[src/rtl/pbr_pkg.sv]
package pbr_pkg;
  // Field positions inside the two configuration words
  localparam int CW_MODE_BIT = 31;
  localparam int CW_CROP_LSB = 4;
  localparam int CW_AROP_LSB = 0;
  localparam int BW_CX_LSB   = 28;
  localparam int BW_CY_LSB   = 24;
  localparam int BW_AX_LSB   = 20;
  localparam int BW_AY_LSB   = 16;
  localparam int BW_KX_LSB   = 8;
  localparam int BW_KY_LSB   = 0;

  typedef enum logic [2:0] {
    W_DST_A     = 3'd0,
    W_INV_DST_A = 3'd1,
    W_SRC_A     = 3'd2,
    W_INV_SRC_A = 3'd3,
    W_COEF      = 3'd4
  } wsel_e;

  typedef enum logic [3:0] {
    ROP_KEEP_D   = 4'd0,
    ROP_S_AND_D  = 4'd1,
    ROP_S_AND_ND = 4'd2,
    ROP_S        = 4'd3,
    ROP_NS_AND_D = 4'd4,
    ROP_ZERO     = 4'd5,
    ROP_S_XOR_D  = 4'd6,
    ROP_S_OR_D   = 4'd7,
    ROP_NOR      = 4'd8,
    ROP_XNOR     = 4'd9,
    ROP_ND       = 4'd10,
    ROP_S_OR_ND  = 4'd11,
    ROP_NS       = 4'd12,
    ROP_NS_OR_D  = 4'd13,
    ROP_NAND     = 4'd14,
    ROP_ONES     = 4'd15
  } rop_e;
endpackage

[src/rtl/pbr_rop.sv]
module pbr_rop
  import pbr_pkg::*;
#(
  parameter int W = 8
) (
  input  logic [3:0]   code,
  input  logic [W-1:0] s,
  input  logic [W-1:0] d,
  output logic [W-1:0] r
);
  always_comb begin
    unique case (rop_e'(code))
      ROP_KEEP_D:   r = d;
      ROP_S_AND_D:  r = s & d;
      ROP_S_AND_ND: r = s & ~d;
      ROP_S:        r = s;
      ROP_NS_AND_D: r = ~s & d;
      ROP_ZERO:     r = '0;
      ROP_S_XOR_D:  r = s ^ d;
      ROP_S_OR_D:   r = s | d;
      ROP_NOR:      r = ~(s | d);
      ROP_XNOR:     r = ~(s ^ d);
      ROP_ND:       r = ~d;
      ROP_S_OR_ND:  r = s | ~d;
      ROP_NS:       r = ~s;
      ROP_NS_OR_D:  r = ~s | d;
      ROP_NAND:     r = ~(s & d);
      ROP_ONES:     r = '1;
      default:      r = d;
    endcase
  end
endmodule

[src/rtl/pbr_wsel.sv]
module pbr_wsel
  import pbr_pkg::*;
#(
  parameter int CW = 8
) (
  input  logic [2:0]    code,
  input  logic [CW-1:0] dst_a,
  input  logic [CW-1:0] src_a,
  input  logic [CW-1:0] coef,
  output logic [CW-1:0] weight
);
  localparam logic [CW-1:0] MAXV = '1;

  always_comb begin
    case (wsel_e'(code))
      W_DST_A:     weight = dst_a;
      W_INV_DST_A: weight = MAXV - dst_a;
      W_SRC_A:     weight = src_a;
      W_INV_SRC_A: weight = MAXV - src_a;
      W_COEF:      weight = coef;
      default:     weight = '0;
    endcase
  end
endmodule

[src/rtl/pbr_mac.sv]
module pbr_mac #(
  parameter int CW = 8,
  parameter int SW = 2 * CW + 1
) (
  input  logic [CW-1:0] d,
  input  logic [CW-1:0] s,
  input  logic [CW-1:0] wx,
  input  logic [CW-1:0] wy,
  output logic [SW-1:0] sum
);
  logic [2*CW-1:0] px;
  logic [2*CW-1:0] py;

  always_comb begin
    px  = {{CW{1'b0}}, d} * {{CW{1'b0}}, wx};
    py  = {{CW{1'b0}}, s} * {{CW{1'b0}}, wy};
    sum = {1'b0, px} + {1'b0, py};
  end
endmodule

[src/rtl/pbr_norm.sv]
module pbr_norm #(
  parameter int CW = 8,
  parameter int SW = 2 * CW + 1
) (
  input  logic [SW-1:0] sum,
  output logic [CW-1:0] res
);
  localparam int          MAXI = (1 << CW) - 1;
  localparam logic [SW-1:0] DIV  = SW'(MAXI);
  localparam logic [SW-1:0] HALF = SW'(MAXI / 2);

  logic [SW-1:0] rounded;
  logic [SW-1:0] quot;

  always_comb begin
    rounded = sum + HALF;
    quot    = rounded / DIV;
    res     = (quot > DIV) ? '1 : quot[CW-1:0];
  end
endmodule

[src/rtl/pix_blend_rop_stage.sv]
module pix_blend_rop_stage #(
  parameter int CH_W  = 8,
  parameter int LANES = 4
) (
  input  logic                    clk,
  input  logic                    rst_n,
  input  logic                    cfg_load,
  input  logic [31:0]             cfg_ctrl,
  input  logic [31:0]             cfg_blend,
  input  logic                    in_valid,
  output logic                    in_ready,
  input  logic [CH_W*LANES-1:0]   in_dst,
  input  logic [CH_W*LANES-1:0]   in_src,
  output logic                    out_valid,
  input  logic                    out_ready,
  output logic [CH_W*LANES-1:0]   out_pix
);
  import pbr_pkg::*;

  localparam int PIX_W = CH_W * LANES;
  localparam int COL_W = PIX_W - CH_W;
  localparam int SUM_W = 2 * CH_W + 1;
  localparam int AL    = LANES - 1;
  localparam int MAXI  = (1 << CH_W) - 1;
  localparam int HALFI = MAXI / 2;

  // Configuration registers (only meaningful fields are kept)
  logic            mode_q;
  logic [3:0]      crop_q, arop_q;
  logic [2:0]      cx_q, cy_q, ax_q, ay_q;
  logic [CH_W-1:0] kx_q, ky_q;

  always_ff @(posedge clk or negedge rst_n) begin
    if (!rst_n) begin
      mode_q <= 1'b0;
      crop_q <= '0;
      arop_q <= '0;
      cx_q   <= '0;
      cy_q   <= '0;
      ax_q   <= '0;
      ay_q   <= '0;
      kx_q   <= '0;
      ky_q   <= '0;
    end else if (cfg_load) begin
      mode_q <= cfg_ctrl[CW_MODE_BIT];
      crop_q <= cfg_ctrl[CW_CROP_LSB +: 4];
      arop_q <= cfg_ctrl[CW_AROP_LSB +: 4];
      cx_q   <= cfg_blend[BW_CX_LSB +: 3];
      cy_q   <= cfg_blend[BW_CY_LSB +: 3];
      ax_q   <= cfg_blend[BW_AX_LSB +: 3];
      ay_q   <= cfg_blend[BW_AY_LSB +: 3];
      kx_q   <= cfg_blend[BW_KX_LSB +: CH_W];
      ky_q   <= cfg_blend[BW_KY_LSB +: CH_W];
    end
  end

  // Weight selection from the incoming alphas
  logic [CH_W-1:0] dst_a, src_a;
  logic [CH_W-1:0] w_cx, w_cy, w_ax, w_ay;

  assign dst_a = in_dst[PIX_W-1 -: CH_W];
  assign src_a = in_src[PIX_W-1 -: CH_W];

  pbr_wsel #(.CW(CH_W)) u_sel_cx (.code(cx_q), .dst_a(dst_a), .src_a(src_a), .coef(kx_q), .weight(w_cx));
  pbr_wsel #(.CW(CH_W)) u_sel_cy (.code(cy_q), .dst_a(dst_a), .src_a(src_a), .coef(ky_q), .weight(w_cy));
  pbr_wsel #(.CW(CH_W)) u_sel_ax (.code(ax_q), .dst_a(dst_a), .src_a(src_a), .coef(kx_q), .weight(w_ax));
  pbr_wsel #(.CW(CH_W)) u_sel_ay (.code(ay_q), .dst_a(dst_a), .src_a(src_a), .coef(ky_q), .weight(w_ay));

  // Pipeline state
  logic             v1, v2;
  logic             blend1;
  logic [PIX_W-1:0] rop1;
  logic [PIX_W-1:0] pix2;
  logic [SUM_W-1:0] sum_d [LANES];
  logic [SUM_W-1:0] sum1  [LANES];
  logic [PIX_W-1:0] rop_d;
  logic [PIX_W-1:0] norm_d;
  logic             rdy1, rdy2;

  assign rdy2      = !v2 || out_ready;
  assign rdy1      = !v1 || rdy2;
  assign in_ready  = rdy1;
  assign out_valid = v2;
  assign out_pix   = pix2;

  for (genvar l = 0; l < LANES; l++) begin : g_lane
    localparam bit IS_A = (l == AL);
    logic [CH_W-1:0] wx, wy;
    logic [3:0]      code;

    assign wx   = IS_A ? w_ax : w_cx;
    assign wy   = IS_A ? w_ay : w_cy;
    assign code = IS_A ? arop_q : crop_q;

    pbr_mac #(.CW(CH_W), .SW(SUM_W)) u_mac (
      .d  (in_dst[l*CH_W +: CH_W]),
      .s  (in_src[l*CH_W +: CH_W]),
      .wx (wx),
      .wy (wy),
      .sum(sum_d[l])
    );

    pbr_rop #(.W(CH_W)) u_rop (
      .code(code),
      .s   (in_src[l*CH_W +: CH_W]),
      .d   (in_dst[l*CH_W +: CH_W]),
      .r   (rop_d[l*CH_W +: CH_W])
    );

    pbr_norm #(.CW(CH_W), .SW(SUM_W)) u_norm (
      .sum(sum1[l]),
      .res(norm_d[l*CH_W +: CH_W])
    );

    always_ff @(posedge clk or negedge rst_n) begin
      if (!rst_n)                    sum1[l] <= '0;
      else if (in_valid && rdy1)     sum1[l] <= sum_d[l];
    end

    // a blended channel is the rounded quotient of its sum, or saturated
    p_round_sat_r4: assert property (@(posedge clk) disable iff (!rst_n)
      (v1 && rdy2 && blend1) |=>
        ((int'(out_pix[l*CH_W +: CH_W]) * MAXI <= int'($past(sum1[l])) + HALFI) &&
         ((int'(out_pix[l*CH_W +: CH_W]) == MAXI) ||
          ((int'(out_pix[l*CH_W +: CH_W]) + 1) * MAXI > int'($past(sum1[l])) + HALFI))));
  end

  // Stage 1: operands reduced to sums / logic results
  always_ff @(posedge clk or negedge rst_n) begin
    if (!rst_n) begin
      v1     <= 1'b0;
      blend1 <= 1'b0;
      rop1   <= '0;
    end else if (rdy1) begin
      v1 <= in_valid;
      if (in_valid) begin
        blend1 <= mode_q;
        rop1   <= rop_d;
      end
    end
  end

  // Stage 2: normalised output register
  always_ff @(posedge clk or negedge rst_n) begin
    if (!rst_n) begin
      v2   <= 1'b0;
      pix2 <= '0;
    end else if (rdy2) begin
      v2 <= v1;
      if (v1) pix2 <= blend1 ? norm_d : rop1;
    end
  end

  // a stalled result is held
  p_hold_stall_r8: assert property (@(posedge clk) disable iff (!rst_n)
    (out_valid && !out_ready) |=> (out_valid && $stable(out_pix)));

  // a result only disappears after a handshake
  p_no_drop_r8: assert property (@(posedge clk) disable iff (!rst_n)
    $fell(out_valid) |-> $past(out_ready));

  // output idle as reset is released
  p_reset_idle_r10: assert property (@(posedge clk) disable iff (!rst_n)
    $rose(rst_n) |-> !out_valid);

  // colour code 0 passes the destination colour through
  p_nop_passes_dst_r3: assert property (@(posedge clk) disable iff (!rst_n)
    (in_valid && in_ready && !mode_q && crop_q == 4'd0) |=>
      (rop1[COL_W-1:0] == $past(in_dst[COL_W-1:0])));
endmodule

[config.mk]
export PLATFORM = sky130hd
export DESIGN_NAME = pix_blend_rop_stage
export DESIGN_NICKNAME = d
export VERILOG_FILES = /design/src/rtl/pbr_pkg.sv /design/src/rtl/pbr_rop.sv /design/src/rtl/pbr_wsel.sv /design/src/rtl/pbr_mac.sv /design/src/rtl/pbr_norm.sv /design/src/rtl/pix_blend_rop_stage.sv
export SDC_FILE = /design/constraint.sdc
export NUM_CORES = 2
export LEC_CHECK = 0
export ABC_AREA = 1
export BUFFER_PORTS_ARGS = -buffer_cell sky130_fd_sc_hd__buf_2
export CAP_MARGIN = 20
export CORE_ASPECT_RATIO = 1.75
export CORE_MARGIN = 2
export CORE_UTILIZATION = 30
export CTS_CLUSTER_SIZE = 25
export DETAILED_ROUTE_END_ITERATION = 10
export PLACE_DENSITY_LB_ADDON = 0.25
export SYNTH_ARGS = -nofsm -noshare
export SYNTH_HDL_FRONTEND = slang
export SYNTH_SLANG_ARGS = --single-unit
[constraint.sdc]
create_clock -name clk -period 16.55 [get_ports clk]
set_clock_uncertainty 0.15 [all_clocks]
set_input_delay 1.655 -clock clk [delete_from_list [all_inputs] [get_ports clk]]
set_output_delay 1.655 -clock clk [all_outputs]
set_load 0.02 [all_outputs]
==> results by group <==
STA
  – Hold WS: 0.3259 ns
  – Tightest Pin Transition: between 1 and 1.5 ns
  – Final Hold Fails: 0
  – Slew Viols, Final: 0
  – Final setup viols: 0
  – Max Clk Rate: 0.1070 GHz
  – Relative slew margins: 23.15%
  – RSZ-0062 raised after global routing: false
  – Min cycle time layout: between 9 and 10 ns
  – Final Cycle Share: 56.49%
  – Setup TNS after final layout: 0 ns

Synth
  – Mapped Cells: 5,475
  – Post-Synthesis Cell Area: 38,080 um^2
  – Leading area contributor after synthesis: fa_1
  – Asr flop ratio synth: 100.0%
  – Sequential area share after synthesis: 11.30%
  – Synth unique cells: 63
  – Top cells by area, synth: fa_1 (20%), ha_1 (13%), nand2_1 (12%), dfrtp_1 (11%), inv_1 (9.7%)
  – Post-synth top area share: 20.40%
  – Yosys warns: 0
  – Number of synthesized flops with an enable pin: 0
  – Most common flop cell mapped by yosys: dfrtp_1
  – Synth Register Bits: 172
  – Mapped Avg Cell Area: 6.954 um^2
  – Post-Syn Nets: 6,396

Clock network
  – Hold_buf cts: 0
  – CTS Buffer Depth: 2
  – Total CTS buffers: 17
  – Post-cts resize count: 0
  – CTS Sinks: 172
  – Clk Latency, worst-skew pair: 0.53 ns
  – Post-CTS setup buffer count: 0
  – Clock Root Buffer: clkbuf_16
  – H-tree levels: 4
  – CTS tree: yes
  – CTS clk-pin slew, worst paths: 0.07 ns

GRT
  – Vias in the first global route: 36,700
  – First-pass GRT wire length: 201,500 um
  – Gr usage total: 19.93%
  – Largest net degree at the start of global routing: 81
  – Congestion Overflow GR: 0
  – Initial antenna violation count: 26

Die
  – DIE AREA: 129,900 um^2
  – Core area: roughly 130,000 um^2
  – Die width: 273.3 um
  – # rows: 173
  – Initial Util: 30.12%
  – Die Span Y: about 480 um
  – I/O pins: between 150 and 200

Critical path
  – Crit path top cell by count: fa_1
  – Cell count of the worst reg-to-reg path: 31
  – Setup crit end kind: flip-flop
  – CP max-delay cell: clkinv_1
  – Worst r2r src: cx_q[0]
  – CP Max Fanout: 18
  – Critical Path AT: 9.57 ns
  – Type of the worst setup path: in2reg
  – Critical path origin: in_src[28]
  – Startpoint class of the critical path: primary input
  – Critical path data required time: 16.77 ns
  – Slowest stage delay, CP: roughly 0.80 ns

Detailed routing
  – Vias post-DR: 35,960
  – Routed WL per cell: 17.66 um
  – Vias per cell: 4.972
  – DRT iter0 DRCs: between 2,000 and 2,500
  – Total Routed Length: roughly 130,000 um
  – Antenna Nets Post-Route: 0
  – First-pass detailed-route iteration total: 6
  – Final routed DRC violation total: 0

Placement
  – HPWL Detailed: 102,500 um
  – Final Wtd Congestion: 0.8860
  – Placed Area: between 40,000 and 50,000 um^2
  – Number of buffers added on ports: roughly 140

Layout
  – Area Overhead vs Synth: 8.800%
  – Most frequent cells in the layout: nand2_1 (1,207), inv_1 (979), nor2_1 (689), ha_1 (400), fa_1 (388)
  – Filler cell count: 13,900
  – Fin nets: 6,470
  – Most common cell after layout, fill and taps aside: nand2_1
  – Layout cell share with drive strength beyond 1: under 10%
  – Final instance area: 41,430 um^2

Power
  – P_leak: approximately 22 nW
  – Power Total: 9.465 mW
  – Power Dens Cells: 228.5 nW/um^2
  – VDD IR max: 0.2037 mV

Worst hold path
  – Worst hold path class: reg2reg
  – Hold path cells: 2
  – Worst Min Path Start: out_pix[23]

Outcome
  – Outcome: finished clean

Run
  – Max-cap violations: 0
## synthesized netlist by cell type (all sizes together), types with 27 or more instances
cell type,count
clkinv,35
a21oi,91
fa,388
nor3,27
a221oi,61
o221ai,36
inv,1015
ha,400
o21ai,302
nand2,1328
dfrtp,172
o22ai,89
clkbuf,116
nand4,68
nand3,300
xor2,83
nor4,37
nor2,761
## critical path: cells and delay by family
kind,cells,cell delay [ns]
fa+ha+maj,7,3.29
buf+inv,7,1.90
compound gates,7,1.20
simple gates,8,1.18
xor+xnor,1,0.32
## metal layers
metal,share of wire [%],global-route usage [%],vias up
met5,0.14,0,-
met4,4.0,8.515,26
met3,4.6,2.501,251
met2,51,36.57,970
met1,40,23.01,17280
li1,-,-,17430
## cells by family (layout without fill, tap and decap cells)
group	Yosys count	after routing	synth area share (%)
simple gates	2560	2560	30.01
buf+inv	1179	1265	11.79
fa+ha+maj	788	788	33.54
compound gates	668	668	10.77
flops	172	172	11.30
xor+xnor	108	108	2.583
other cells	0	8	0
## area by class of cell
type,count,area (um^2),area share (%)
inverter,1050,3946,9.526
antenna,8,20.02,0.04833
multi-input combinational,4124,29390,70.95
timing repair buffer,184,1052,2.540
clock buffer,18,439.2,1.060
clock inverter,13,192.7,0.4651
sequential,172,4304,10.39
tap,1662,2079,5.020
## path summary, 6_finish.rpt
path                                to  slack, ns
min in group asynchronous   out_pix[5]       0.96
setup reg to reg              sum1[33]       8.18
max in group asynchronous      ay_q[2]      13.91
setup / recovery              sum1[33]       7.20
hold reg to reg            out_pix[23]       0.33
hold / removal             out_pix[23]       0.33
## sequential cells by signal, indices dropped and copies added (netlist names)
name       flops
arop_q         4
ax_q           3
ay_q           3
blend1         1
crop_q         4
cx_q           3
cy_q           3
kx_q           8
ky_q           8
mode_q         1
out_pix       32
out_valid      1
rop1          32
sum1          68
v1             1
## through the flow
stage               setup slack, ns  instances  util (%)
floorplan                     7.693       5475         -
global placement              6.803       7190     32.24
finish                        7.201       7231     32.77
CTS                           7.321       7222     32.74
global route                  6.761       7226     32.76
detailed placement            6.762       7191     32.24
## report_power, final
group	total (mW)	switching [mW]	internal, mW
clock	0.466	0.210	0.256
sequential	0.714	0.129	0.586
combinational	8.28	5.28	3.00
Power figures use the tool's default switching activity.
